**src/rtl/dbg_qual_pkg.sv**
```systemverilog
package dbg_qual_pkg;
  localparam int WP_COUNT = 2;
  localparam int WPC_W    = 5;
  // watchpoint control field bit positions
  localparam int WPC_PR   = 0;
  localparam int WPC_SV   = 1;
  localparam int WPC_HV   = 2;
  localparam int WPC_WTI  = 3;
  localparam int WPC_WT   = 4;
  // status bits in big-endian numbering
  localparam int DSI_BIT_BE    = 41;
  localparam int TRACE_BIT_A_BE = 33;
  localparam int TRACE_BIT_B_BE = 43;

  typedef struct packed {
    logic                bp;
    logic [WP_COUNT-1:0] wp;
  } qualStrobe_t;
endpackage

```
**src/rtl/dbg_qual_ctrl.sv**
```systemverilog
module dbg_qual_ctrl
  import dbg_qual_pkg::*;
(
  input  logic                            stPr,
  input  logic                            stHv,
  input  logic                            stDr,
  input  logic                            featBase,
  input  logic                            featNew,
  input  logic [1:0]                      bpPriv,
  input  logic                            bpRawHit,
  input  logic [WP_COUNT-1:0][WPC_W-1:0]  wpCtrl,
  input  logic [WP_COUNT-1:0]             wpRawHit,
  output qualStrobe_t                     strobe
);
  logic bpPrivOk;
  logic [WP_COUNT-1:0] wpQual;

  always_comb begin
    unique case (bpPriv)
      2'd1:    bpPrivOk = stPr;
      2'd2:    bpPrivOk = !stPr && !stHv;
      2'd3:    bpPrivOk = !stPr && stHv;
      default: bpPrivOk = 1'b0;
    endcase
  end

  for (genvar i = 0; i < WP_COUNT; i++) begin : g_wp
    logic featOk, privOk, xlatOk;
    if (i == 0) begin : g_base
      assign featOk = featBase;
    end else begin : g_new
      assign featOk = featNew;
    end
    assign privOk = !(stPr && !wpCtrl[i][WPC_PR])
                 && !(stHv && !wpCtrl[i][WPC_HV])
                 && wpCtrl[i][WPC_SV];
    assign xlatOk = wpCtrl[i][WPC_WTI] || (stDr == wpCtrl[i][WPC_WT]);
    assign wpQual[i] = wpRawHit[i] && featOk && privOk && xlatOk;
  end

  always_comb begin
    strobe.bp = bpRawHit && featBase && bpPrivOk;
    strobe.wp = wpQual;
  end
endmodule

```
**src/rtl/dbg_qual_dp.sv**
```systemverilog
module dbg_qual_dp
  import dbg_qual_pkg::*;
#(
  parameter int ADDR_W   = 32,
  parameter int STATUS_W = 64
) (
  input  logic                clk,
  input  logic                rst_n,
  input  qualStrobe_t         strobe,
  input  logic [ADDR_W-1:0]   wpAddr,
  output logic                bpHit,
  output logic [WP_COUNT-1:0] wpHit,
  output logic                evtDsi,
  output logic                evtTrace,
  output logic [ADDR_W-1:0]   evtAddr,
  output logic [STATUS_W-1:0] evtStatus
);
  localparam int DSI_IDX = STATUS_W - 1 - DSI_BIT_BE;
  localparam int TRA_IDX = STATUS_W - 1 - TRACE_BIT_A_BE;
  localparam int TRB_IDX = STATUS_W - 1 - TRACE_BIT_B_BE;

  logic anyWp, traceNext;
  logic [STATUS_W-1:0] statusNext;

  always_comb begin
    anyWp      = |strobe.wp;
    traceNext  = strobe.bp && !anyWp;
    statusNext = '0;
    if (anyWp) begin
      statusNext[DSI_IDX] = 1'b1;
    end else if (traceNext) begin
      statusNext[TRA_IDX] = 1'b1;
      statusNext[TRB_IDX] = 1'b1;
    end
  end

  always_ff @(posedge clk or negedge rst_n) begin
    if (!rst_n) begin
      bpHit     <= 1'b0;
      wpHit     <= '0;
      evtDsi    <= 1'b0;
      evtTrace  <= 1'b0;
      evtAddr   <= '0;
      evtStatus <= '0;
    end else begin
      bpHit     <= strobe.bp;
      wpHit     <= strobe.wp;
      evtDsi    <= anyWp;
      evtTrace  <= traceNext;
      evtAddr   <= anyWp ? wpAddr : '0;
      evtStatus <= statusNext;
    end
  end
endmodule

```
**src/rtl/dbg_qual_top.sv**
```systemverilog
module dbg_qual_top
  import dbg_qual_pkg::*;
#(
  parameter int ADDR_W   = 32,
  parameter int STATUS_W = 64
) (
  input  logic                           clk,
  input  logic                           rst_n,
  input  logic                           stPr,
  input  logic                           stHv,
  input  logic                           stDr,
  input  logic                           featBase,
  input  logic                           featNew,
  input  logic [1:0]                     bpPriv,
  input  logic                           bpRawHit,
  input  logic [WP_COUNT-1:0][WPC_W-1:0] wpCtrl,
  input  logic [WP_COUNT-1:0]            wpRawHit,
  input  logic [ADDR_W-1:0]              wpAddr,
  output logic                           bpHit,
  output logic [WP_COUNT-1:0]            wpHit,
  output logic                           evtDsi,
  output logic                           evtTrace,
  output logic [ADDR_W-1:0]              evtAddr,
  output logic [STATUS_W-1:0]            evtStatus
);
  qualStrobe_t strobe;

  dbg_qual_ctrl ctrl_i (
    .stPr(stPr), .stHv(stHv), .stDr(stDr),
    .featBase(featBase), .featNew(featNew),
    .bpPriv(bpPriv), .bpRawHit(bpRawHit),
    .wpCtrl(wpCtrl), .wpRawHit(wpRawHit),
    .strobe(strobe)
  );

  dbg_qual_dp #(.ADDR_W(ADDR_W), .STATUS_W(STATUS_W)) dp_i (
    .clk(clk), .rst_n(rst_n), .strobe(strobe), .wpAddr(wpAddr),
    .bpHit(bpHit), .wpHit(wpHit), .evtDsi(evtDsi), .evtTrace(evtTrace),
    .evtAddr(evtAddr), .evtStatus(evtStatus)
  );
endmodule

```
**config.mk**
```make
export PLATFORM = sky130hd
export DESIGN_NAME = dbg_qual_top
export DESIGN_NICKNAME = d
export VERILOG_FILES = /design/src/rtl/dbg_qual_pkg.sv /design/src/rtl/dbg_qual_ctrl.sv /design/src/rtl/dbg_qual_dp.sv /design/src/rtl/dbg_qual_top.sv
export SDC_FILE = /design/constraint.sdc
export NUM_CORES = 1
export LEC_CHECK = 0
export ABC_AREA = 1
export BUFFER_PORTS_ARGS = -buffer_cell sky130_fd_sc_hd__buf_4
export CAP_MARGIN = 20
export CORE_ASPECT_RATIO = 0.6
export CORE_MARGIN = 2
export CORE_UTILIZATION = 36
export CTS_BUF_LIST = sky130_fd_sc_hd__clkbuf_16
export CTS_CLUSTER_SIZE = 30
export DETAILED_ROUTE_END_ITERATION = 6
export GPL_TIMING_DRIVEN = 0
export PLACE_DENSITY = 0.76
export REMOVE_ABC_BUFFERS = 1
export SLEW_MARGIN = 15
export SYNTH_ARGS = -nofsm -noshare
export SYNTH_HDL_FRONTEND = slang
export SYNTH_SLANG_ARGS = --single-unit
```
**constraint.sdc**
```tcl
create_clock -name clk -period 0.8 [get_ports clk]
set_input_delay 0.04 -clock clk [delete_from_list [all_inputs] [get_ports clk]]
set_output_delay 0.04 -clock clk [all_outputs]
set_load 0.01 [all_outputs]
```
Word level (Yosys, flattened, before mapping)
Cells that the tools add are included.
Widths: inputs -> output; s select.
Word-level totals
  bits in registers: 40
  input port bits: 54
  output and inout bits: 101
Operators by class
  equality and inequality tests: 5
  mux-type cells: 5
  reductions and logical operators: 33
Operators with widths (number)
  $mux 32: 1
  $logic_and 1x1->1: 19
  $logic_not 1->1: 11
  $eq 2x2->1 const B: 2
  $mux 1: 3
  $pmux 1 s3: 1
  $eq 1x1->1: 2
  $eq 2x1->1 const B: 1
  $logic_or 1x1->1: 2
  $reduce_or 2->1: 1

Longest topological paths before layout
  depth in word-level cells: 12
  depth in mapped cells: 7
  mapped depth without buffers: 7

Modules after synthesis
Synthesis repeated with hierarchy kept, for this count alone.
Unflattened totals
  cells, all modules: 211
  area total of the unflattened synthesis: 1863.0 µm²
By module, submodules not included
  dbg_qual_dp: instances 1, cells each 175, area each 1719.1 µm², sequential area each 925.9 µm²
  dbg_qual_ctrl: instances 1, cells each 36, area each 143.9 µm², sequential area each 0.0 µm²

Least setup slack after synthesis
OpenSTA, ideal clock, no wires.
  kind: input to register
  start: input port wpCtrl[5] (netlist bit)
  end: register dp_i.evtAddr[0]
  library setup time: 73 ps
  arrival time: 625 ps
  required time: 727 ps
  path slack: 102 ps
  stages: 7
  buffers on the path: 1
  path through: inv_1 nand2_1 nand2_1 nor2_2 nand2_4 buf_6 a21oi_2
On the way
  longest elaborated chain between the ends: 9
Ends and longest elaborated chain
  start: declaration: RTL line dbg_qual_top.sv:16  | input logic [WP_COUNT-1:0][WPC_W-1:0] wpCtrl,
  $logic_not 1->1: RTL line dbg_qual_ctrl.sv:34  | assign privOk = !(stPr && !wpCtrl[i][WPC_PR])
  $logic_and 1x1->1: RTL line dbg_qual_ctrl.sv:34
  $logic_not 1->1: RTL line dbg_qual_ctrl.sv:34
  $logic_and 1x1->1: RTL line dbg_qual_ctrl.sv:35  | && !(stHv && !wpCtrl[i][WPC_HV])
  $logic_and 1x1->1: RTL line dbg_qual_ctrl.sv:36  | && wpCtrl[i][WPC_SV];
  $logic_and 1x1->1 (2 in a row): RTL line dbg_qual_ctrl.sv:38  | assign wpQual[i] = wpRawHit[i] && featOk && privOk && xlatOk;
  $reduce_or 2->1: RTL line dbg_qual_dp.sv:26  | anyWp = |strobe.wp;
  $mux 32: RTL line dbg_qual_dp.sv:50  | evtAddr <= anyWp ? wpAddr : '0;
  end signal: assignment: RTL line dbg_qual_dp.sv:50
  end: declaration: RTL line dbg_qual_dp.sv:15  | output logic [ADDR_W-1:0] evtAddr,
Every way passes these cells.

Final worst setup path
  start: register dp_i.evtStatus[22]
  end: output port evtStatus[22]
RTL lines
  start: declaration: RTL line dbg_qual_dp.sv:16  | output logic [STATUS_W-1:0] evtStatus
  start signal: assignment: RTL line dbg_qual_dp.sv:51  | evtStatus <= statusNext;
  end: declaration: RTL line dbg_qual_top.sv:24  | output logic [STATUS_W-1:0] evtStatus
No word-level cell between the ends.

==> implementation parameters <==
Parameter                              Value

Outcome
  Result of the run    finished with violations
  Violated checks    setup timing

Finish
  Filler instances    480
  Total number of nets in the final design    393
  Number of antenna repair diodes    0
  Signed area change from the synthesized netlist to the final layout    54.9%
  Layout cell share with drive strength beyond 1    40.1%
  Core utilization of the finished layout    57.5%

STA
  Fin crit share    106%
  RSZ-0062 raised after global routing    yes
  Shortest period the worst path allows    0.849 ns
  Highest clock frequency the design can meet    1180 MHz
  Aggregate negative setup slack    -0.302 ns
  Fin. max-slew vios    0
  Worst path setup slack after routing    -0.0488 ns
  Endpoints failing hold    0
  Total setup violations reported at the end of the flow    19

Clocking
  Clock root buffer master    sky130_fd_sc_hd__clkbuf_16
  Cts bufs inserted    5
  TritonCTS clock tree    built
  H-Tree Depth    2
  Clock tree buffer depth    2
  Sink Count    37
  Clock transition at the registers of the reported paths    0.05 ns

Global routing
  Number of global-route vias before repair    1460
  Initial antenna violation count    0
  Global-route wire length before repair    6.92 mm
  Total congestion overflow    0
  Largest net degree at the start of global routing    38
  Combined global-route utilization of all metal layers    14.0%

Setup path
  Worst setup SP type    flop
  Critical-path cell with the highest stage delay    sky130_fd_sc_hd__dfrtp_1
  Total buffers and inverters traversed by the critical path    1
  Crit Path Class    reg -> out
  Worst path cell trace    buf_4
  Data arrival time of the critical path    0.81 ns
  Largest fanout on the critical path    2
  CP required    0.76 ns
  Largest stage delay on the critical path    0.39 ns
  Critical path's top delay family    flip-flops
  CP Capture Type    primary output

Route
  Post-route ant nets    0
  DR DRC count    0
  Vias per std cell    3.63
  Violation count after the first detailed-routing iteration    19
  Vias after detailed routing    1522
  DRT Pass-1 Iters    2
  Detail-routed net length per standard cell    11.3 um
  Sum of routed wire length over all layers    4.75 mm

Logic synthesis
  Flops & latches, synth    37
  Total standard cell area after synthesis    2060 um2
  Largest area contributor in the synthesized netlist    sky130_fd_sc_hd__dfrtp_1
  Most instantiated library cell after synthesis    sky130_fd_sc_hd__buf_4
  Ys Warns    0
  Sequential element share of the synthesized area    45.0%
  List of most frequent post-synthesis cells    64 x sky130_fd_sc_hd__buf_4, 45 x sky130_fd_sc_hd__inv_1, 37 x sky130_fd_sc_hd__dfrtp_1, 29 x sky130_fd_sc_hd__a21oi_2, 15 x sky130_fd_sc_hd__nand2_1
  Post-synthesis average cell area    9.61 um2
  Number of cells produced by synthesis    214
  Distinct cell type count after synthesis    15
  Commonest register cell after synthesis    sky130_fd_sc_hd__dfrtp_1
  Post-synth EDFFs    0
  Most area-consuming cells after synthesis    sky130_fd_sc_hd__dfrtp_1 45%, sky130_fd_sc_hd__buf_4 23%, sky130_fd_sc_hd__a21oi_2 12%, sky130_fd_sc_hd__inv_1 8.2%, sky130_fd_sc_hd__buf_6 3.3%
  Area share of the leading cell type in the synthesized netlist    45.0%
  Share of async-settable or async-resettable flops after synthesis    100%

Place
  Final weighted congestion in routability-driven placement    0.692
  Buffers on Ports    93
  Total half-perimeter wirelength after legalization and detailed placement    2.82 mm

Power
  Cell-internal power    3.50 mW
  Net switching power of the design    1.14 mW
  Sequential cell fraction of total power    42.3%
  Static leakage    1.79 nW
  Worst vdd rail ir drop    0.000778 V
  Switching part of the total    24.5%
  Clock power share    38.0%
  Comb pwr share    19.7%
  Power per standard cell area    1460 nW/um2

Floorplanning
  Area of the die    6350 um2
  Chip height    62.6 um
  Placeable core area    5540 um2
  Number of I/O pins    155
  Width of the chip    102 um
  Initial Utilization    37.1%
  Row count    21

Hold path
  Tightest Hold Check Type    in -> reg

Flow run
  # Max-Cap Violations    0
-- cell type report --
cell class | instances | area (um2) | share of cell area (%)
Multi-Input combinational cell | 123 | 694 | 21.8
Tap cell | 80 | 100 | 3.14
Clock inverter | 2 | 7.51 | 0.236
Sequential cell | 37 | 926 | 29.1
Timing Repair Buffer | 126 | 1160 | 36.4
Clock buffer | 5 | 125 | 3.93
Inverter | 46 | 173 | 5.42
-- flip-flops by register name, summed over array words and instances (netlist names) --
signal	flops
dp_i.evtStatus	2
dp_i.evtAddr	32
dp_i.bpHit	1
dp_i.wpHit	2
-- tightest hold or removal path, delay by kind of cell --
family	cells	cell delay (ns)
AND/OR/NAND/NOR	1	0.09
AO/OA/AOI/OAI	1	0.06
buffers and inverters	2	0.14
-- stage by stage --
stage                     total power [mW]  setup WS, ns  hold slack (ns)  area, um2  instances
after CTS                             4.66       -0.0593           0.0932       3140        417
after floorplan                       2.32       -0.0674           -0.256       1730        204
final                                 4.64       -0.0488           0.0987       3190        419
after detailed placement              2.69        -0.369           0.0328       2530        377
after global routing                  4.92       -0.0768            0.130       3190        419
after global placement                2.68        -0.342           0.0287       2530        377
-- cells by family after synthesis --
logic type,count (synthesis),synth area share [%]
buf+inv,116,35.0
flops,37,45.0
compound gates,35,13.8
simple gates,25,5.96
other cells,1,0.182
-- metal layers --
| metal | GRT usage (%) | up-vias | share of wire [%] |
|---|---|---|---|
| li1 | - | 755 | - |
| met1 | 16.9 | 693 | 41 |
| met2 | 23.9 | 72 | 50 |
| met3 | 5.37 | 2 | 8.4 |
| met4 | 2.53 | 0 | 0.55 |
| met5 | 0 | - | 0 |
-- power by group through the flow --
stage | Combinational, mW | Sequential (mW) | Clock [mW]
finish | 0.913 | 1.97 | 1.77
CTS | 0.879 | 1.97 | 1.82
global route | 0.999 | 1.97 | 1.95
floorplan | 0.294 | 2.02 | 0
detailed placement | 0.707 | 1.99 | 0
global placement | 0.699 | 1.98 | 0
-- cells in the final DEF (no fill, tap or decap) --
master,instances
sky130_fd_sc_hd__inv_1,46
sky130_fd_sc_hd__clkinv_1,1
sky130_fd_sc_hd__dlygate4sd3_1,33
sky130_fd_sc_hd__a21oi_1,4
sky130_fd_sc_hd__buf_4,58
sky130_fd_sc_hd__nand3_1,3
sky130_fd_sc_hd__nand2_4,1
sky130_fd_sc_hd__dfrtp_1,37
sky130_fd_sc_hd__clkbuf_16,5
sky130_fd_sc_hd__nand2_8,3
sky130_fd_sc_hd__conb_1,61
sky130_fd_sc_hd__nand2_2,2
sky130_fd_sc_hd__a21oi_2,29
sky130_fd_sc_hd__nand2_1,15
sky130_fd_sc_hd__inv_2,1
sky130_fd_sc_hd__nor2_4,2
sky130_fd_sc_hd__buf_6,35
sky130_fd_sc_hd__o21ai_0,2
sky130_fd_sc_hd__nor2_1,1
-- what timing repair did --
action                                  4_1_cts  5_1_grt
pin swaps                                     0        2
endpoints found under the setup margin       73       74
gates resized for setup                      36        4
hold endpoints to repair                     69        0
setup buffers                                 0        0
gates cloned                                  0        2
hold buffers                                 33        0
-- final timing paths --
check,from,endpoint,cells past startpoint
max in group asynchronous,rst_n,dp_i.evtAddr[12],2
worst min-delay path,stHv,dp_i.bpHit,4
min in group asynchronous,rst_n,dp_i.evtAddr[8],2
worst max-delay path,dp_i.evtStatus[22],evtStatus[22],1
Note: power is estimated with default switching activity, not from simulation.
